[src/rtl/apb_req_pkg.sv]
package apb_req_pkg;

  typedef enum logic [1:0] {
    PH_IDLE   = 2'd0,
    PH_SETUP  = 2'd1,
    PH_ACCESS = 2'd2
  } apb_phase_e;

  // A new command may be taken when the bus is idle, or during the access
  // cycle of a transfer that allows a chained successor.
  function automatic logic can_accept(apb_phase_e ph, logic chain);
    return (ph == PH_IDLE) || ((ph == PH_ACCESS) && chain);
  endfunction

  function automatic apb_phase_e phase_after(apb_phase_e ph, logic take);
    apb_phase_e nxt;
    case (ph)
      PH_IDLE:   nxt = take ? PH_SETUP : PH_IDLE;
      PH_SETUP:  nxt = PH_ACCESS;
      PH_ACCESS: nxt = take ? PH_SETUP : PH_IDLE;
      default:   nxt = PH_IDLE;
    endcase
    return nxt;
  endfunction

endpackage

[src/rtl/apb_req_hold.sv]
module apb_req_hold #(
  parameter int W = 8
) (
  input  logic         clk,
  input  logic         rstn,
  input  logic         load,
  input  logic [W-1:0] d,
  output logic [W-1:0] q
);

  always_ff @(posedge clk or negedge rstn) begin
    if (!rstn)     q <= '0;
    else if (load) q <= d;
  end

endmodule

[src/rtl/apb_req_seq.sv]
module apb_req_seq
  import apb_req_pkg::*;
(
  input  logic clk,
  input  logic rstn,
  input  logic cmd_valid,
  input  logic chain_cur,
  output logic cmd_ready,
  output logic accept,
  output logic sel,
  output logic en
);

  apb_phase_e phase_q;
  apb_phase_e phase_d;

  assign cmd_ready = rstn && can_accept(phase_q, chain_cur);
  assign accept    = cmd_valid && cmd_ready;
  assign phase_d   = phase_after(phase_q, accept);

  always_ff @(posedge clk or negedge rstn) begin
    if (!rstn) phase_q <= PH_IDLE;
    else       phase_q <= phase_d;
  end

  assign sel = (phase_q != PH_IDLE);
  assign en  = (phase_q == PH_ACCESS);

  p_reset_quiet_r1: assert property (@(posedge clk)
    !rstn |-> (!sel && !en && !cmd_ready));

  p_setup_to_access_r3: assert property (@(posedge clk) disable iff (!rstn)
    (sel && !en) |=> (sel && en));

  p_access_single_r4: assert property (@(posedge clk) disable iff (!rstn)
    en |=> !en);

  p_chain_ready_r7: assert property (@(posedge clk) disable iff (!rstn)
    (en && chain_cur) |-> cmd_ready);

  p_spaced_blocked_r8: assert property (@(posedge clk) disable iff (!rstn)
    (en && !chain_cur) |-> !cmd_ready);

  p_spaced_gap_r8: assert property (@(posedge clk) disable iff (!rstn)
    (en && !chain_cur) |=> !sel);

  p_idle_ready_r9: assert property (@(posedge clk) disable iff (!rstn)
    !sel |-> cmd_ready);

  p_setup_busy_r9: assert property (@(posedge clk) disable iff (!rstn)
    (sel && !en) |-> !cmd_ready);

endmodule

[src/rtl/apb_req_rsp.sv]
module apb_req_rsp #(
  parameter int ADDR_W = 32,
  parameter int DATA_W = 32
) (
  input  logic              clk,
  input  logic              rstn,
  input  logic              read_done,
  input  logic [DATA_W-1:0] rdata,
  input  logic [ADDR_W-1:0] addr,
  output logic              rsp_valid,
  output logic [DATA_W-1:0] rsp_data,
  output logic [ADDR_W-1:0] rsp_addr
);

  always_ff @(posedge clk or negedge rstn) begin
    if (!rstn) begin
      rsp_valid <= 1'b0;
      rsp_data  <= '0;
      rsp_addr  <= '0;
    end else begin
      rsp_valid <= read_done;
      if (read_done) begin
        rsp_data <= rdata;
        rsp_addr <= addr;
      end
    end
  end

  p_rsp_single_r10: assert property (@(posedge clk) disable iff (!rstn)
    rsp_valid |=> !rsp_valid);

endmodule

[src/rtl/apb_burst_requester.sv]
module apb_burst_requester #(
  parameter int ADDR_W = 32,
  parameter int DATA_W = 32
) (
  input  logic              clk,
  input  logic              rstn,
  input  logic              cmd_valid,
  output logic              cmd_ready,
  input  logic              cmd_write,
  input  logic [ADDR_W-1:0] cmd_addr,
  input  logic [DATA_W-1:0] cmd_wdata,
  input  logic              cmd_chain,
  output logic              apb_sel,
  output logic              apb_en,
  output logic              apb_wr,
  output logic [ADDR_W-1:0] apb_addr,
  output logic [DATA_W-1:0] apb_wdata,
  input  logic [DATA_W-1:0] apb_rdata,
  output logic              rsp_valid,
  output logic [DATA_W-1:0] rsp_data,
  output logic [ADDR_W-1:0] rsp_addr
);

  localparam int CMD_W = ADDR_W + DATA_W + 2;

  logic             accept;
  logic             chain_cur;
  logic             read_done;
  logic [CMD_W-1:0] cmd_vec;
  logic [CMD_W-1:0] held_vec;

  assign cmd_vec = {cmd_chain, cmd_write, cmd_addr, cmd_wdata};

  apb_req_hold #(.W(CMD_W)) u_hold (
    .clk  (clk),
    .rstn (rstn),
    .load (accept),
    .d    (cmd_vec),
    .q    (held_vec)
  );

  assign chain_cur = held_vec[CMD_W-1];
  assign apb_wr    = held_vec[CMD_W-2];
  assign apb_addr  = held_vec[DATA_W +: ADDR_W];
  assign apb_wdata = held_vec[DATA_W-1:0];

  apb_req_seq u_seq (
    .clk       (clk),
    .rstn      (rstn),
    .cmd_valid (cmd_valid),
    .chain_cur (chain_cur),
    .cmd_ready (cmd_ready),
    .accept    (accept),
    .sel       (apb_sel),
    .en        (apb_en)
  );

  assign read_done = apb_en && !apb_wr;

  apb_req_rsp #(.ADDR_W(ADDR_W), .DATA_W(DATA_W)) u_rsp (
    .clk       (clk),
    .rstn      (rstn),
    .read_done (read_done),
    .rdata     (apb_rdata),
    .addr      (apb_addr),
    .rsp_valid (rsp_valid),
    .rsp_data  (rsp_data),
    .rsp_addr  (rsp_addr)
  );

  p_accept_setup_r2: assert property (@(posedge clk) disable iff (!rstn)
    accept |=> (apb_sel && !apb_en && apb_addr == $past(cmd_addr)
                && apb_wr == $past(cmd_write) && apb_wdata == $past(cmd_wdata)));

  p_setup_fields_stable_r5: assert property (@(posedge clk) disable iff (!rstn)
    (apb_sel && !apb_en) |=> ($stable(apb_addr) && $stable(apb_wr) && $stable(apb_wdata)));

  p_idle_hold_r6: assert property (@(posedge clk) disable iff (!rstn)
    !apb_sel |-> ($stable(apb_addr) && $stable(apb_wr)));

  p_rsp_from_read_r10: assert property (@(posedge clk) disable iff (!rstn)
    rsp_valid |-> ($past(apb_en) && !$past(apb_wr) && rsp_data == $past(apb_rdata)
                   && rsp_addr == $past(apb_addr)));

  p_write_silent_r11: assert property (@(posedge clk) disable iff (!rstn)
    (apb_en && apb_wr) |=> !rsp_valid);

endmodule

[config.mk]
export PLATFORM = sky130hd
export DESIGN_NAME = apb_burst_requester
export DESIGN_NICKNAME = d
export VERILOG_FILES = /design/src/rtl/apb_req_pkg.sv /design/src/rtl/apb_req_hold.sv /design/src/rtl/apb_req_seq.sv /design/src/rtl/apb_req_rsp.sv /design/src/rtl/apb_burst_requester.sv
export SDC_FILE = /design/constraint.sdc
export NUM_CORES = 1
export LEC_CHECK = 0
export ABC_AREA = 1
export BUFFER_PORTS_ARGS = -buffer_cell sky130_fd_sc_hd__buf_2
export CAP_MARGIN = 5
export CORE_UTILIZATION = 46
export DETAILED_ROUTE_END_ITERATION = 10
export GPL_TIMING_DRIVEN = 0
export PLACE_DENSITY = 0.79
export SLEW_MARGIN = 30
export SYNTH_ARGS = -nofsm -noshare
export SYNTH_HDL_FRONTEND = slang
export SYNTH_HIERARCHICAL = 1
export SYNTH_SLANG_ARGS = --single-unit
[constraint.sdc]
create_clock -name clk -period 1.8 [get_ports clk]
set_input_delay 0.27 -clock clk [delete_from_list [all_inputs] [get_ports clk]]
set_output_delay 0.27 -clock clk [all_outputs]
set_load 0.02 [all_outputs]
Word-level counts from Yosys, hierarchy flattened
Index checks and enable logic that the tools add are counted.
Widths: inputs -> output; s select.
{"block": "word_totals", "ff_bits": 133, "latch_bits": 0, "mem_bits_rw": 0, "romBits": 0, "output_inout_bits": 133, "wordCells": 18, "memories": 0}
{"block": "classes", "addsub": 0, "multipliers": 0, "div": 0, "order_cmp": 0, "eq_ne": 2, "shifts": 0, "muxes": 2, "bitwise": 0, "reduce_logical": 9}
{"op": "$logic_and 1x1->1", "n": 4}
{"op": "$pmux 2 s2", "n": 1}
{"op": "$eq 2x1->1 const B", "n": 1}
{"op": "$eq 2x2->1 const B", "n": 1}
{"op": "$logic_not 2->1", "n": 1}
{"op": "$reduce_bool 2->1", "n": 1}
{"op": "$reduce_or 2->1", "n": 1}
{"op": "$logic_not 1->1", "n": 1}
{"op": "$logic_or 1x1->1", "n": 1}
{"op": "$mux 1", "n": 1}

Depth between registers and ports, before layout
{"block": "logic_depth", "ltp_word": 7, "depth_mapped": 9, "depth_no_buf": 7}

By module
Netlist, hierarchy kept.
{"module": "apb_req_hold", "n_inst": 1, "cells_each": 279, "area_per_inst_um2": 2481.1, "seq_area_each_um2": 1651.6}
{"module": "apb_req_rsp", "n_inst": 1, "cells_each": 271, "area_per_inst_um2": 2471.1, "seq_area_each_um2": 1626.6}
{"module": "apb_req_seq", "n_inst": 1, "cells_each": 16, "area_per_inst_um2": 102.6, "seq_area_each_um2": 50.0}
{"module": "apb_burst_requester", "n_inst": 1, "cells_each": 2, "area_per_inst_um2": 10.0, "seq_area_each_um2": 0.0}

Least setup slack after synthesis
Ideal clock, no wire load.
{"block": "synth_timing", "path_kind": "reg-to-reg", "start": "register u_seq.phase_q[0]", "end": "register u_rsp.rsp_addr[0]", "arrival_time_ns": 1.376, "required_ns": 1.735, "setup_slack_ns": 0.359, "path_stages_with_launch": 8, "synth_period_minus_slack_ns": 1.441, "path_cell_list": "dfrtp_1 -> nor2_1 -> inv_1 -> nor2_2 -> buf_4 -> clkbuf_8 -> nand2_1 -> nand2_1"}
{"block": "synth_via", "elab_chain_cells": 2}
{"item": "from (decl)", "line": "apb_req_seq.sv:14", "source": "apb_phase_e phase_q;"}
{"item": "from (signal assigned)", "line": "apb_req_seq.sv:23", "source": "else phase_q <= phase_d;"}
{"item": "$eq 2x2->1", "line": "apb_req_seq.sv:27", "source": "assign en = (phase_q == PH_ACCESS);"}
{"item": "named net apb_en", "line": "apb_burst_requester.sv:14", "source": "output logic apb_en,"}
{"item": "$logic_and 1x1->1", "line": "apb_burst_requester.sv:58", "source": "assign read_done = apb_en && !apb_wr;"}
{"item": "named net read_done", "line": "apb_burst_requester.sv:28", "source": "logic read_done;"}
{"item": "to (signal assigned)", "line": "apb_req_rsp.sv:24", "source": "rsp_addr <= addr;"}
{"item": "to (decl)", "line": "apb_req_rsp.sv:12", "source": "output logic [ADDR_W-1:0] rsp_addr"}
The timed path passes the listed nets, and every way through them passes these cells.
A chain may end at the register's enable or synchronous reset.

Worst setup path after layout
{"block": "layout_timing", "start": "register u_seq.phase_q[0]", "end": "register u_hold.q[24]"}
{"block": "layout_via", "elab_chain_cells": 5, "word_cells_on_any_way": 6, "cone_classes": "1 x eq/ne; 5 x reduce/logical"}
{"item": "$eq 2x2->1", "line": "apb_req_pkg.sv:12", "source": "return (ph == PH_IDLE) || ((ph == PH_ACCESS) && chain);"}
{"item": "$logic_and 1x1->1", "line": "apb_req_pkg.sv:12"}
{"item": "$logic_or 1x1->1 *", "line": "apb_req_pkg.sv:12"}
{"item": "$logic_and 1x1->1 *", "line": "apb_req_seq.sv:17", "source": "assign cmd_ready = rstn && can_accept(phase_q, chain_cur);"}
{"item": "$logic_and 1x1->1 *", "line": "apb_req_seq.sv:18", "source": "assign accept = cmd_valid && cmd_ready;"}
{"item": "named net accept", "line": "apb_burst_requester.sv:26", "source": "logic accept;"}
{"item": "to (signal assigned)", "line": "apb_req_hold.sv:12", "source": "if (!rstn) q <= '0;"}
{"item": "to (signal assigned)", "line": "apb_req_hold.sv:13", "source": "else if (load) q <= d;"}
{"item": "to (decl)", "line": "apb_req_hold.sv:8", "source": "output logic [W-1:0] q"}
The timed path passes the listed nets; every way through them passes the cells marked *.

==> metrics.md <==
| Metric | Value |
|---|---|
| Pwr per Cell Area | `1393 nW/um^2` |
| Clk Latency, worst-skew pair | `0.51 ns` |
| Input/output buffers | `233` |
| Num Clock Sinks | `133` |
| Avg WL per Cell | `15.14 um` |
| Die Wd | `106.9 um` |
| Crit end category | `register` |
| CTS tree | `done` |
| Post-CTS Resized | `0` |
| Critical path depth | `7` |
| Actual slew at the worst max-slew pin | `0.4547 ns` |
| Setup Viol. Count Final | `0` |
| Worst path slowest cell | `dfrtp_1` |
| Mean Syn Cell Area | `8.917 um^2` |
| Highest clock rate | `613.5 MHz` |
| # hold bufs at CTS | `99` |
| Dominant delay contributor by cell family on the critical path | `simple AND/OR/NAND/NOR gates` |
| Worst path max stage delay | `0.39 ns` |
| Aggregate routed wire length | `16,170 um` |
| Netlist cell types | `9` |
| Largest net degree at the start of global routing | `77` |
| Initial antenna violation count | `0` |
| Reg2Reg Depth | `7` |
| Syn nets | `669` |
| Vias per cell | `4.811` |
| Yosys warning count | `6` |
| VDD IR max | `0.6728 mV` |
| Worst EP required | `2.25 ns` |
| Final Non-Filler Cells | `1,068` |
| Ports | `234` |
| Initial core utilization | `48.20%` |
| First-pass iteration count of the detailed router | `7` |
| Hold Path Class | `input port to asynchronous set/reset pin` |
| Root buf cell | `clkbuf_8` |
| DRT antenna net count | `0` |
| Die ar. | `11,430 um^2` |
| Peak fanout along the critical path | `10` |
| Core Region | `10,510 um^2` |
| Mapped Area | `5065 um^2` |
| Register area share after synthesis | `65.71%` |
| Crit path buf inv count | `2` |
| Reg clk slew, reported paths | `0.06 ns` |
| Slew headroom | `69.69%` |
| Die Y-Extent | `106.9 um` |
| Crit path launch type | `register` |
| Hold_ws | `-0.3436 ns` |
| GP Congestion | `0.8280` |
| Pins Over Slew Limit | `0` |
| Setup Buffers After CTS | `0` |
| CTS H-tree lvls | `4` |
| # rows | `37` |
| DRC errors left | `0` |
| CP most frequent cell | `nand2_1` |
| Layout cells sized above 1 | `31.55%` |
| Total CTS buffers | `17` |
| Layout area overhead | `58.94%` |
| Vias in the first global route | `5,254` |
| Total number of vias | `5,138` |
| Placed Instances | `938` |
| Failing checks | `negative hold slack` |
| Final #Nets | `1,021` |
| Fin crit period | `1.630 ns` |
| CP cell instances | `nor2_1 -> nand2_1 -> nor2_1 -> buf_2 -> buf_4 -> nand2_1 -> nand2_1` |
| First-pass GRT wire length | `25,140 um` |
| Max Cap Viol | `0` |
| Final Cycle Share | `90.55%` |
| Gate Count Post-Synth | `568` |
| Pleak | `0.004655 uW` |
| Hold Fails Final Rpt | `57` |
| Yosys reg bits | `133` |
| N_diodes | `0` |
| Clock skew | `0.007817 ns` |
| Initial DRC count | `427` |
| Clock tree buffer depth | `2` |
| WP data arrival | `2.08 ns` |
| Unrepaired setup endpoints after global routing | `no` |
| DPL Wire Length | `9418 um` |
| GR Util All Layers | `29.08%` |
| Status | `complete, but fails checks` |
| Fin util | `76.60%` |
| Critical path class | `register to register` |
| Grt ovf | `0` |
registers in the layout (all words and copies together) (netlist names):
register	flops
u_rsp/rsp_data	32
u_seq/phase_q	2
u_rsp/rsp_addr	32
u_rsp/rsp_valid	1
u_hold/q	66
path summary, 6_finish.rpt:
| kind | slack (ns) | to | start |
|---|---|---|---|
| setup / recovery | 0.17 | u_hold/q[24] | u_seq/phase_q[0] |
| hold / removal | -0.34 | u_rsp/rsp_data[26] | rstn |
| setup reg to reg | 0.17 | u_hold/q[24] | u_seq/phase_q[0] |
| hold reg to reg | 0.46 | u_rsp/rsp_addr[28] | u_rsp/rsp_addr[28] |
| max in group asynchronous | 1.44 | u_rsp/rsp_addr[9] | rstn |
| min in group clk | 0.34 | u_seq/phase_q[0] | rstn |
worst register-to-register path, stage by stage (launching register included):
cell and delay, ns:
dfrtp_1 0.39, nor2_1 0.10, nand2_1 0.09, nor2_1 0.23, buf_2 0.33, buf_4 0.24, nand2_1 0.11, nand2_1 0.08
synthesized netlist by cell type, drive strengths merged:
cell | n | area (um^2)
dfrtp | 133 | 3328
inv | 9 | 33.79
buf | 21 | 120.1
clkbuf | 6 | 82.58
nand2 | 393 | 1475
nor2 | 6 | 25.03
cell type report:
type	count	area [um^2]
timing repair buffer	333	2195
clock buffer	20	445.4
clock inverter	11	175.2
inverter	9	33.78
sequential	133	3328
fill	636	2459
multi-input combinational	399	1500
buffer	27	202.7
tap	136	170.2
cells in the final DEF (no fill, tap or decap):
cell / instances
buf_16: 1
buf_2: 247
buf_4: 6
buf_8: 1
bufinv_16: 4
clkbuf_1: 1
clkbuf_16: 16
clkbuf_8: 9
clkinv_2: 1
clkinv_4: 3
clkinvlp_4: 2
dfrtp_1: 133
dlygate4sd3_1: 99
inv_1: 7
inv_2: 2
inv_6: 1
nand2_1: 393
nor2_1: 5
nor2_2: 1
power by group:
part           leakage [uW]  switching (uW)  total (uW)  internal, uW
Clock              0.000298            1260        3580          2320
Sequential          0.00166             486        4300          3820
Combinational       0.00269            2180        3330          1150
Total               0.00466            3930       11200          7290
cell families after synthesis:
group                  Yosys count  share of synthesized area [%]
and+or+nand+nor                399                          29.62
DFF                            133                          65.71
buffers and inverters           36                          4.669
through the flow:
step	area (um^2)	setup TNS, ns	worst slack (ns)	total power [uW]
6_report	8050	0	0.1701	11210
5_1_grt	8050	0	0.05398	11740
4_1_cts	8050	0	0.1851	11170
3_5_place_dp	6439	-3.175	-0.1307	7404
3_3_place_gp	6401	-272.75	-1.910	7290
2_1_floorplan	5065	0	0.3587	6085
routing by layer:
metal	vias to the layer above	share of wire, %	GRT usage, %
li1	2403	-	-
met1	2392	37	31.98
met2	307	51	51.94
met3	36	9.8	8.815
met4	0	2.4	12.23
met5	-	0	0
Power figures use the tool's default switching activity.
